### src/rtl/irqv_pkg.sv
package irqv_pkg;
  typedef enum logic [2:0] {
    SRC_NONE, SRC_NMI, SRC_PORTA, SRC_PORTB, SRC_TIMER, SRC_ADC
  } srcT;

  typedef struct packed {
    logic clrNmi;
    logic clrPortA;
    logic clrPortB;
  } clrStrobeT;

  typedef struct packed {
    logic nmi;
    logic portA;
    logic portB;
    logic timer;
    logic adc;
  } reqT;

  localparam int MODE_A_BIT = 6;
  localparam int EDGE_B_BIT = 5;
  localparam int GEN_BIT    = 4;

  // two-byte slot index below the top of the vector space
  function automatic logic [3:0] slotOf(srcT s);
    case (s)
      SRC_NMI:   return 4'd1;
      SRC_PORTA: return 4'd4;
      SRC_PORTB: return 4'd5;
      SRC_TIMER: return 4'd6;
      SRC_ADC:   return 4'd7;
      default:   return 4'd0;
    endcase
  endfunction
endpackage

### src/rtl/irqv_datapath.sv
module irqv_datapath
  import irqv_pkg::*;
#(
  parameter int ADDR_W = 8,
  parameter int DATA_W = 8,
  parameter logic [ADDR_W-1:0] OPT_ADDR = 8'hC8,
  parameter int SYNC_STAGES = 2
) (
  input  logic              clk,
  input  logic              rstN,
  input  logic              busWrEn,
  input  logic [ADDR_W-1:0] busAddr,
  input  logic [DATA_W-1:0] busWrData,
  input  logic              nmiPin,
  input  logic              portAPin,
  input  logic              portBPin,
  input  logic              timerFlag,
  input  logic              adcFlag,
  input  clrStrobeT         clr,
  output reqT               req,
  output logic              gen
);
  localparam int NPINS = 3;

  logic [NPINS-1:0] pinIn;
  logic [NPINS-1:0] synced;
  logic [NPINS-1:0] prevQ;
  logic [NPINS-1:0] fallE;
  logic [NPINS-1:0] riseE;
  logic modeAQ, edgeBQ, genQ;
  logic nmiPendQ, pendAQ, pendBQ;

  assign pinIn = {portBPin, portAPin, nmiPin};

  for (genvar g = 0; g < NPINS; g++) begin : gSync
    logic [SYNC_STAGES-1:0] chainQ;
    always_ff @(posedge clk or negedge rstN) begin
      if (!rstN) chainQ <= '1;
      else       chainQ <= {chainQ[SYNC_STAGES-2:0], pinIn[g]};
    end
    assign synced[g] = chainQ[SYNC_STAGES-1];
  end

  assign fallE = prevQ & ~synced;
  assign riseE = ~prevQ & synced;

  always_ff @(posedge clk or negedge rstN) begin
    if (!rstN) begin
      prevQ    <= '1;
      modeAQ   <= 1'b0;
      edgeBQ   <= 1'b0;
      genQ     <= 1'b0;
      nmiPendQ <= 1'b0;
      pendAQ   <= 1'b0;
      pendBQ   <= 1'b0;
    end else begin
      prevQ <= synced;
      if (busWrEn && busAddr == OPT_ADDR) begin
        modeAQ <= busWrData[MODE_A_BIT];
        edgeBQ <= busWrData[EDGE_B_BIT];
        genQ   <= busWrData[GEN_BIT];
      end
      // a new edge wins over a clear in the same cycle
      nmiPendQ <= (nmiPendQ & ~clr.clrNmi) | fallE[0];
      pendAQ   <= modeAQ ? 1'b0 : ((pendAQ & ~clr.clrPortA) | fallE[1]);
      pendBQ   <= (pendBQ & ~clr.clrPortB) | (edgeBQ ? riseE[2] : fallE[2]);
    end
  end

  assign req.nmi   = nmiPendQ;
  assign req.portA = modeAQ ? ~synced[1] : pendAQ;
  assign req.portB = pendBQ;
  assign req.timer = timerFlag;
  assign req.adc   = adcFlag;
  assign gen       = genQ;
endmodule

### src/rtl/irqv_control.sv
module irqv_control
  import irqv_pkg::*;
#(
  parameter int VEC_W = 12
) (
  input  logic             clk,
  input  logic             rstN,
  input  reqT              req,
  input  logic             gen,
  input  logic             irqAck,
  output clrStrobeT        clr,
  output logic             irqReq,
  output logic [VEC_W-1:0] irqVector,
  output logic             wakeOut
);
  localparam logic [VEC_W-1:0] TOP_VEC = {{(VEC_W-1){1'b1}}, 1'b0};

  srcT  pick, servQ;
  logic busyQ;
  logic takeAck;

  always_comb begin
    pick = SRC_NONE;
    if (req.nmi)              pick = SRC_NMI;
    else if (gen && req.portA) pick = SRC_PORTA;
    else if (gen && req.portB) pick = SRC_PORTB;
    else if (gen && req.timer) pick = SRC_TIMER;
    else if (gen && req.adc)   pick = SRC_ADC;
  end

  always_ff @(posedge clk or negedge rstN) begin
    if (!rstN) begin
      busyQ <= 1'b0;
      servQ <= SRC_NONE;
    end else if (!busyQ) begin
      if (pick != SRC_NONE) begin
        busyQ <= 1'b1;
        servQ <= pick;
      end
    end else if (irqAck) begin
      busyQ <= 1'b0;
      servQ <= SRC_NONE;
    end
  end

  assign takeAck      = busyQ && irqAck;
  assign clr.clrNmi   = takeAck && servQ == SRC_NMI;
  assign clr.clrPortA = takeAck && servQ == SRC_PORTA;
  assign clr.clrPortB = takeAck && servQ == SRC_PORTB;

  assign irqReq    = busyQ;
  assign irqVector = TOP_VEC - VEC_W'({slotOf(servQ), 1'b0});
  assign wakeOut   = gen && (req.nmi || req.portA || req.portB || req.timer);
endmodule

### src/rtl/irqv_top.sv
module irqv_top
  import irqv_pkg::*;
#(
  parameter int ADDR_W = 8,
  parameter int DATA_W = 8,
  parameter logic [ADDR_W-1:0] OPT_ADDR = 8'hC8,
  parameter int SYNC_STAGES = 2,
  parameter int VEC_W = 12
) (
  input  logic              clk,
  input  logic              rstN,
  input  logic              busWrEn,
  input  logic [ADDR_W-1:0] busAddr,
  input  logic [DATA_W-1:0] busWrData,
  input  logic              nmiPin,
  input  logic              portAPin,
  input  logic              portBPin,
  input  logic              timerFlag,
  input  logic              adcFlag,
  input  logic              irqAck,
  output logic              irqReq,
  output logic [VEC_W-1:0]  irqVector,
  output logic              wakeOut
);
  reqT       req;
  clrStrobeT clr;
  logic      gen;

  irqv_datapath #(
    .ADDR_W(ADDR_W), .DATA_W(DATA_W), .OPT_ADDR(OPT_ADDR), .SYNC_STAGES(SYNC_STAGES)
  ) u_dp (
    .clk(clk), .rstN(rstN), .busWrEn(busWrEn), .busAddr(busAddr),
    .busWrData(busWrData), .nmiPin(nmiPin), .portAPin(portAPin),
    .portBPin(portBPin), .timerFlag(timerFlag), .adcFlag(adcFlag),
    .clr(clr), .req(req), .gen(gen)
  );

  irqv_control #(.VEC_W(VEC_W)) u_ctl (
    .clk(clk), .rstN(rstN), .req(req), .gen(gen), .irqAck(irqAck),
    .clr(clr), .irqReq(irqReq), .irqVector(irqVector), .wakeOut(wakeOut)
  );
endmodule

### config.mk
export PLATFORM = sky130hd
export DESIGN_NAME = irqv_top
export DESIGN_NICKNAME = d
export VERILOG_FILES = /design/src/rtl/irqv_pkg.sv /design/src/rtl/irqv_datapath.sv /design/src/rtl/irqv_control.sv /design/src/rtl/irqv_top.sv
export SDC_FILE = /design/constraint.sdc
export NUM_CORES = 1
export LEC_CHECK = 0
export ABC_AREA = 1
export BUFFER_PORTS_ARGS = -buffer_cell sky130_fd_sc_hd__buf_2
export CORE_UTILIZATION = 45
export DETAILED_ROUTE_END_ITERATION = 10
export GPL_TIMING_DRIVEN = 0
export PLACE_DENSITY_LB_ADDON = 0.1
export SYNTH_ARGS = -nofsm -noshare
export SYNTH_HDL_FRONTEND = slang
export SYNTH_SLANG_ARGS = --single-unit
### constraint.sdc
create_clock -name clk -period 1.6 [get_ports clk]
set_clock_uncertainty 0.1 [all_clocks]
set_input_delay 0.16 -clock clk [delete_from_list [all_inputs] [get_ports clk]]
set_output_delay 0.16 -clock clk [all_outputs]
set_load 0.02 [all_outputs]
==> results_dict.tcl, run 1 <==
set metrics [dict create \
    status "complete, no violations" \
    swShare_pct 34.4 \
    critPathArrivalTime_ps 1290 \
    fin_area_sq_mm 0.00122 \
    die_area_sq_mm 0.00218 \
    cp_slowest_cell "dfstp_2" \
    internal-power_uw 811 \
    routed_wl_um 1630 \
    hpwl_um 1180 \
    avgViaCountPerCell 4.38 \
    n_antenna_cell 0 \
    final_cell_mix "23 x buf_2, 18 x inv_1, 17 x nand2_1" \
    crit_chain "nand2_2, nand3_4, nand2_2, inv_2, nand2_2, buf_6" \
    hold_path_depth 4 \
    wl_met1_um 651 \
    leakage_uw 0.000628 \
    power_frac_comb_pct 31.6 \
    antenna_left 0 \
    synth.cell_area_sq_um 897 \
    cp_max_fo 3 \
    setup_violations 0 \
    final_layout_size_suffix_gt1_share_pct 38.8 \
    end_kind "output pin" \
    max_stage_delay_ps 560 \
    crit_top_cell "nand2_2" \
    p_clk_share_pct 19.4 \
    die_w_um 46.7 \
    critical_path_buf_inv_count 2 \
    antenna_found_initial 0 \
    path_depth 6 \
    power_density_mw_per_mm2 1010 \
    worst_hold_slack_ps 140 \
    die_y_um 46.7 \
    cts-root-buf "clkbuf_4" \
    start_util_pct 49.8 \
    grt_usage_pct 16.6 \
    crit_path_start_kind "flop" \
    numCtsBuffers 3 \
    design.core.area_sq_mm 0.00180 \
    drt_iter0_drc 9 \
    hold_path.class "in2reg" \
    first_pass_iters 2 \
    yosysSeqAreaShare_pct 54.3 \
    placed_area_sq_mm 0.00107 \
    ys_top_cells_by_area "dfrtp_1 28%, dfstp_2 26%, nand2_1 8.8%, inv_1 7.9%, buf_4 7.5%" \
    grt_pass1_vias 608 \
    fin_nets 173 \
    portBuffers 24 \
    place_inst 158 \
    wl_per_cell_um 9.48 \
    gp_congestion 0.837 \
    cp_top_family "flip-flops" \
    finalMaxSlewViolations 0 \
    ir_drop_mv 0.675 \
    clock_latency_ps 300 \
    wl_met3_um 98 \
    ctsHtreeMaxLevel 1 \
    path_clk_slew_ps 110 \
    grt_remaining_overflow 0 \
    area_growth_pct 36.0 \
    grt_pass1_wl_um 2370 \
    power_frac_seq_pct 49.0 \
    ff2ff_path_depth 6 \
    period_needed_ps 1550 \
    ys_warn_count 0 \
    avgSynthCellArea_sq_um 8.80 \
    cts.path.max_buffers 2 \
    synth_flop_cell "dfrtp_1" \
    drcViolationCount 0 \
    synth_cells 102 \
    max_freq_mhz 645 \
    grt_max_degree 20 \
    fill_cells 165 \
    row_count 15 \
    drv_cap 0 \
    p_sw_uw 426 \
    period_share_pct 96.9 \
    top_layer "met4" \
    wl_met2_um 808 \
    synth_seq_cells 19 \
    ioPinCount 39 \
    yosysTopAreaCell "dfrtp_1" \
    yosysUniqueCellTypes 20 \
    instances_no_fill 172 \
    hold_violations 0 \
    synth_top_cell_area_share_pct 27.9 \
    layout.cells.most_common "buf_2" \
    worstPathRequired_ps 1340 \
    synth-edff-count 0 \
    async_flop_share_pct 100 \
    worstSetupPathType "reg2out" \
    cts_tree "yes" \
    clkSinkCount 19 \
    vias 753 \
]
[registers in the layout, summed over array words and instances, names as in the netlist]
signal,cells
u_ctl.irqReq,1
u_ctl.servQ,3
u_dp.edgeBQ,1
u_dp.gSync.chainQ,6
u_dp.gen,1
u_dp.modeAQ,1
u_dp.nmiPendQ,1
u_dp.pendAQ,1
u_dp.pendBQ,1
u_dp.prevQ,3
[power by group through the flow]
stage	clock network [uW]	logic (uW)	registers [uW]
after global routing	263	427	618
after CTS	247	375	606
final	240	390	607
after global placement	0	351	612
after detailed placement	0	357	615
after floorplan	0	244	619
[synthesized netlist by cell type (2+ instances only)]
| library cell | instances |
|---|---|
| nand2_1 | 21 |
| o21ai_1 | 4 |
| nor2_1 | 5 |
| buf_4 | 9 |
| nand2_2 | 2 |
| inv_1 | 19 |
| nand3_1 | 7 |
| dfrtp_1 | 10 |
| dfstp_2 | 9 |
| o21ai_0 | 4 |
| nor4_1 | 2 |
| conb_1 | 2 |
[metal layers]
layer / vias up / global-route usage [%]
met5: - / 0
met1: 317 / 17.0
met2: 38 / 28.3
met4: 0 / 15.4
li1: 390 / -
met3: 8 / 2.35
[per-stage QoR]
stage	utilization, %	power (uW)	TNS [ps]	setup slack, ps
3_3_place_gp	59.7	962	0	291
4_1_cts	66.0	1230	0	5.11
3_5_place_dp	59.7	972	0	276
6_report	67.7	1240	0	50.3
5_1_grt	67.7	1310	-8.31	-8.31
2_1_floorplan	-	863	0	373
[layout make-up]
cell class | instances | area [sq um] | area share (%)
well taps | 25 | 31.3 | 2.56
multi-input cells | 62 | 315 | 25.8
plain buffers | 9 | 67.6 | 5.54
clock buffers | 4 | 26.3 | 2.15
flip-flops and latches | 19 | 487 | 39.9
repair buffers | 34 | 221 | 18.2
inverters | 19 | 71.3 | 5.85
[timing repair]
item                                   4_1_cts  5_1_grt
hold buffers                                 8        0
setup buffers                                1        1
pin swaps                                    0        3
setup endpoints to repair                    1        1
endpoints found under the hold margin       17        0
gates resized for setup                      0        8
[worst register-to-register path: stages (launching register included)]
cell and delay, ps:
dfstp_2 560, nand2_2 60, nand3_4 70, nand3_1 130
o21bai_4 190, nand3_1 80, nand2_1 60
[path summary, 6_finish.rpt]
| check | from | endpoint | slack (ps) |
|---|---|---|---|
| worst max-delay path | u_dp.gSync[1].chainQ[1]$_DFF_PN1_ | wakeOut | 50 |
| worst min-delay path | busAddr[0] | u_dp.gen$_DFFE_PN0P_ | 140 |
| worst max register to register | u_dp.gSync[1].chainQ[1]$_DFF_PN1_ | u_ctl.servQ[0]$_DFFE_PN0P_ | 290 |
| worst min register to register | u_dp.gSync[0].chainQ[0]$_DFF_PN1_ | u_dp.gSync[0].chainQ[1]$_DFF_PN1_ | 260 |
| max in group asynchronous | rstN | u_dp.gSync[2].chainQ[1]$_DFF_PN1_ | 860 |
| min in group asynchronous | rstN | u_ctl.servQ[1]$_DFFE_PN0P_ | 210 |
[cell families (layout without fill, tap and decap cells)]
kind of cell | count (synthesis) | after routing | synth area share (%)
DFF | 19 | 19 | 54.3
and+or+nand+nor | 41 | 41 | 20.8
buffers and inverters | 28 | 66 | 15.5
other | 2 | 9 | 0.837
AOI/OAI and AO/OA | 12 | 12 | 8.65
No activity file was read; power rests on OpenSTA's default activity.
==> inputs of run 2 (changes only) <==
CELL_PAD_IN_SITES_DETAIL_PLACEMENT = 0   (was default)
CELL_PAD_IN_SITES_GLOBAL_PLACEMENT = 1   (was default)
CORE_UTILIZATION = 32   (was 45)
==> run 2 against run 1 <==
Routed wire length shrank 2.1%. Global-route usage shrank 4.3 points. Fmax grew 1.5%. Sequential power is essentially flat. Clock power shrank 6%. Non-clock buffer count grew 3. Core utilization shrank 20 points. Setup slack gained 24 ps. Hold slack lost 120 ps. Critical path depth is the same. Combinational power is essentially flat. Flip-flop and latch count is the same. Critical endpoint unchanged. Largest cell class unchanged.
==> results_dict.tcl, run 2 (synthesized netlist as in run 1, its figures left out) <==
set metrics [dict create \
    cp_max_fo 2 \
    finalMaxSlewViolations 0 \
    antenna_left 0 \
    cp_top_family "flip-flops" \
    die_y_um 54.9 \
    drcViolationCount 0 \
    max_stage_delay_ps 550 \
    vias 727 \
    die_area_sq_mm 0.00302 \
    leakage_uw 0.000644 \
    final_layout_size_suffix_gt1_share_pct 40.0 \
    fin_nets 176 \
    grt_pass1_wl_um 2590 \
    cp_slowest_cell "dfstp_2" \
    final_cell_mix "23 x buf_2, 19 x nand2_1, 18 x inv_1" \
    antenna_found_initial 0 \
    numCtsBuffers 3 \
    wl_met2_um 746 \
    critical_path_buf_inv_count 2 \
    hold_path.class "in2reg" \
    gp_congestion 0.723 \
    row_count 18 \
    wl_met3_um 67 \
    clkSinkCount 19 \
    drt_iter0_drc 9 \
    power_density_mw_per_mm2 990 \
    avgViaCountPerCell 4.04 \
    p_total_uw 1220 \
    design.core.area_sq_mm 0.00257 \
    period_share_pct 95.4 \
    hpwl_um 1180 \
    reg_top3 "u_dp.gSync.chainQ (6), u_ctl.servQ (3), u_dp.prevQ (3)" \
    start_util_pct 34.9 \
    critPathArrivalTime_ps 1270 \
    cts.path.max_buffers 2 \
    clock_latency_ps 290 \
    portBuffers 24 \
    ioPinCount 39 \
    setup_violations 0 \
    layout.cells.most_common "buf_2" \
    area_growth_pct 37.7 \
    hold_violations 0 \
    worstPathRequired_ps 1340 \
    worstSetupPathType "reg2out" \
    period_needed_ps 1530 \
    end_kind "output pin" \
    cts_tree "yes" \
    crit_top_cell "nand2_2" \
    ctsHtreeMaxLevel 1 \
    grt_pass1_vias 605 \
    grt_usage_pct 12.2 \
    worst_hold_slack_ps 18.3 \
    largest_register "u_dp.gSync.chainQ" \
    largest_reg_flops 6 \
    first_pass_iters 3 \
    drv_cap 0 \
    grt_max_degree 20 \
    routed_wl_um 1600 \
    ir_drop_mv 0.735 \
    status "complete, no violations" \
    max_freq_mhz 655 \
    die_w_um 54.9 \
    path_clk_slew_ps 100 \
    top_layer "met3" \
    wl_per_cell_um 8.86 \
    crit_path_start_kind "flop" \
    wl_met1_um 781 \
    cts-root-buf "clkbuf_4" \
    crit_chain "nand2_2, nand3_2, nand2_2, inv_2, nand2_1, buf_6" \
    grt_remaining_overflow 0 \
    n_antenna_cell 0 \
]
-- run 2: cell types whose count changed in the layout (fill, tap and decap cells not counted), sizes merged --
cell         delta
buf             +4
dlygate4sd3     -1
clkinv          +1
clkbuf          -1
-- run 2: repair_timing --
item | 4_1_cts | 5_1_grt
pin swaps | 1 | 1
setup buffers | 2 | 4
resized for setup | 1 | 4
hold buffers | 7 | 0
setup endpoints to repair | 1 | 1
cloned | 0 | 0
endpoints found under the hold margin | 25 | 0
-- run 2: worst register-to-register path: stages (launching register included) --
cell      delay [ps]
dfstp_2          550
nand2_2           50
nand3_2           80
buf_4            110
buf_4            100
nand3_1          110
o21bai_4         190
nand3_1           90
nand2_1           70
-- run 2: cell type report --
cell class,count,area (sq um)
Fill cell,258,1330
Sequential cell,19,487
Multi-Input combinational cell,62,303
Timing Repair Buffer,37,241
Inverter,19,71.3
Buffer,9,67.6
Tap cell,30,37.5
Clock buffer,3,22.5
Clock inverter,1,5.00
-- run 2: where the power goes --
part / leakage, uW / switching, uW / internal [uW]
logic: 0.000411 / 227 / 165
clock network: 0.0000177 / 133 / 92.9
registers: 0.000216 / 50.9 / 553
total: 0.000644 / 412 / 811
-- run 2: worst paths after layout --
path                                                    from                                end  slack, ps  cells after the start
hold reg to reg            u_dp.gSync[1].chainQ[0]$_DFF_PN1_  u_dp.gSync[1].chainQ[1]$_DFF_PN1_        260                      0
max in group asynchronous                               rstN            u_dp.prevQ[1]$_DFF_PN1_        850                      2
setup / recovery           u_dp.gSync[1].chainQ[1]$_DFF_PN1_                            wakeOut         70                      6
hold / removal                                  busWrData[5]            u_dp.edgeBQ$_DFFE_PN0P_         20                      3
min in group asynchronous                               rstN         u_ctl.servQ[0]$_DFFE_PN0P_        230                      2
setup reg to reg           u_dp.gSync[1].chainQ[1]$_DFF_PN1_         u_ctl.servQ[0]$_DFFE_PN0P_        100                      8
-- run 2: routing by layer --
metal	global-route usage [%]	vias to the layer above
met5	0	-
met4	2.50	0
met3	4.10	0
met2	19.1	17
met1	16.5	316
li1	-	394
-- run 2: through the flow --
step           TNS (ps)  cell area [sq um]  instances  utilization, %  setup WS, ps
6_report              0               1230        180            48.1          73.8
5_1_grt           -43.4               1230        180            48.1         -27.1
4_1_cts               0               1200        176            46.6          17.1
3_5_place_dp          0               1080        163            42.1           272
3_3_place_gp          0               1080        163            42.1           280
2_1_floorplan         0                923        109               -           373
==> inputs of run 3 (changes only) <==
PLACE_DENSITY = 0.73   (was default)
PLACE_DENSITY_LB_ADDON = default   (was 0.1)
RECOVER_POWER = 100   (was default)
==> run 3 against run 2 <==
Die area stayed put. Register-to-register slack hardly changed. Fmax shrank 1.0%. Core utilization rose by 0.54 points. Non-clock buffer count grew 1. Power increased by 1.8%. Via count is 5.9% higher. Hold slack better by 120 ps. Routed wire length barely moved. Highest routed layer unchanged. Combinational power barely moved.
==> results_dict.tcl, run 3 (synthesized netlist as in run 1, its figures left out) <==
set metrics [dict create \
    fin_nets 177 \
    hold_path.class "in2reg" \
    cts.path.max_buffers 2 \
    cp_max_fo 2 \
    gp_congestion 0.783 \
    layout.cells.most_common "buf_2" \
    cts_tree "yes" \
    die_area_sq_mm 0.00302 \
    cts-root-buf "clkbuf_4" \
    grt-busiest-layer "met2" \
    max_slew.worst_pin.slew_ps 997 \
    vias 770 \
    grt_pass1_wl_um 2640 \
    met2_usage_pct 23.3 \
    first_pass_iters 4 \
    drt_iter0_drc 8 \
    worstPathRequired_ps 1340 \
    wl_per_cell_um 8.81 \
    antenna_found_initial 0 \
    instances_no_fill 181 \
    crit_path_start_kind "flop" \
    ioPinCount 39 \
    fin_util_pct 48.6 \
    die_y_um 54.9 \
    grt_max_degree 20 \
    design.core.area_sq_mm 0.00257 \
    critPathArrivalTime_ps 1280 \
    hpwl_um 1170 \
    die_w_um 54.9 \
    placed_area_sq_mm 0.00108 \
    hold_violations 0 \
    fin_area_sq_mm 0.00125 \
    largest_register "u_dp.gSync.chainQ" \
    row_count 18 \
    ctsHtreeMaxLevel 1 \
    period_share_pct 96.4 \
    grt_usage_pct 12.7 \
    start_util_pct 34.9 \
    p_total_uw 1250 \
    n_antenna_cell 0 \
    routed_wl_um 1590 \
    avgViaCountPerCell 4.25 \
    r2r_setup_slack_ps 110 \
    drv_cap 0 \
    largest_reg_flops 6 \
    end_kind "output pin" \
    max_freq_mhz 648 \
    antenna_left 0 \
    setup_violations 0 \
    met3_usage_pct 5.74 \
    final_layout_size_suffix_gt1_share_pct 39.1 \
    rsz0062_at_grt "true" \
    clkSinkCount 19 \
    clock_latency_ps 300 \
    period_needed_ps 1540 \
    reg_top3 "u_dp.gSync.chainQ (6), u_ctl.servQ (3), u_dp.prevQ (3)" \
    status "complete, no violations" \
    portBuffers 24 \
    max-slew-margin-rel_pct 33.5 \
    finalMaxSlewViolations 0 \
    ir_drop_mv 0.682 \
    numCtsBuffers 3 \
    leakage_uw 0.000641 \
    fill_cells 272 \
    path_clk_slew_ps 110 \
    grt_pass1_vias 693 \
    worst_hold_slack_ps 135 \
    drcViolationCount 0 \
    final_cell_mix "22 x buf_2, 18 x inv_1, 18 x nand2_1" \
    grt_use_met1_pct 13.0 \
    power_density_mw_per_mm2 997 \
    place_inst 163 \
    area_growth_pct 39.2 \
    worstSetupPathType "reg2out" \
    grt_remaining_overflow 0 \
]
run 3: worst max-delay path, stage by stage (launching register included):
cell and delay (ps):
dfstp_2 550, nand2_2 50, nand3_2 70, nand2_2 70, inv_2 60, nand2_2 40, buf_6 130
run 3: cell type report:
cell class	count	area, sq um	area share (%)
Timing Repair Buffer	38	250	20.0
Tap cell	30	37.5	3.01
Buffer	9	67.6	5.41
Sequential cell	19	487	39.0
Clock buffer	3	22.5	1.80
Multi-Input combinational cell	62	305	24.4
Clock inverter	1	7.51	0.601
Inverter	19	71.3	5.71
run 3: path summary, 6_finish.rpt:
| path | start | end | depth (start not counted) |
|---|---|---|---|
| worst max-delay path | u_dp.gSync[1].chainQ[1]$_DFF_PN1_ | wakeOut | 6 |
| worst min register to register | u_dp.gSync[2].chainQ[0]$_DFF_PN1_ | u_dp.gSync[2].chainQ[1]$_DFF_PN1_ | 0 |
| min in group asynchronous | rstN | u_dp.pendAQ$_DFF_PN0_ | 2 |
| max in group asynchronous | rstN | u_dp.nmiPendQ$_DFF_PN0_ | 2 |
| worst min-delay path | busAddr[0] | u_dp.modeAQ$_DFFE_PN0P_ | 4 |
| worst max register to register | u_dp.gSync[1].chainQ[1]$_DFF_PN1_ | u_ctl.servQ[1]$_DFFE_PN0P_ | 8 |
run 3: what timing repair did:
action / 4_1_cts / 5_1_grt
endpoints found under the setup margin: 1 / 1
gates resized for setup: 1 / 5
hold buffers: 8 / 0
setup buffers: 2 / 4
pin swaps: 1 / 1
hold endpoints to repair: 24 / 0
run 3: metrics by stage:
step	TNS [ps]	setup WS (ps)
6_report	0	57.8
3_5_place_dp	0	307
5_1_grt	-60.4	-38.0
3_3_place_gp	0	301
4_1_cts	0	15.9
2_1_floorplan	0	373
run 3: layer usage:
metal | share of wire [%] | vias up
met1 | 42 | 343
met4 | 0 | 0
met2 | 51 | 28
met3 | 6.8 | 0
li1 | - | 399
met5 | 0 | -
run 3: power by group:
| group | internal, uW | switching (uW) |
|---|---|---|
| clock network | 95.1 | 149 |
| registers | 553 | 57.6 |
| logic | 166 | 224 |
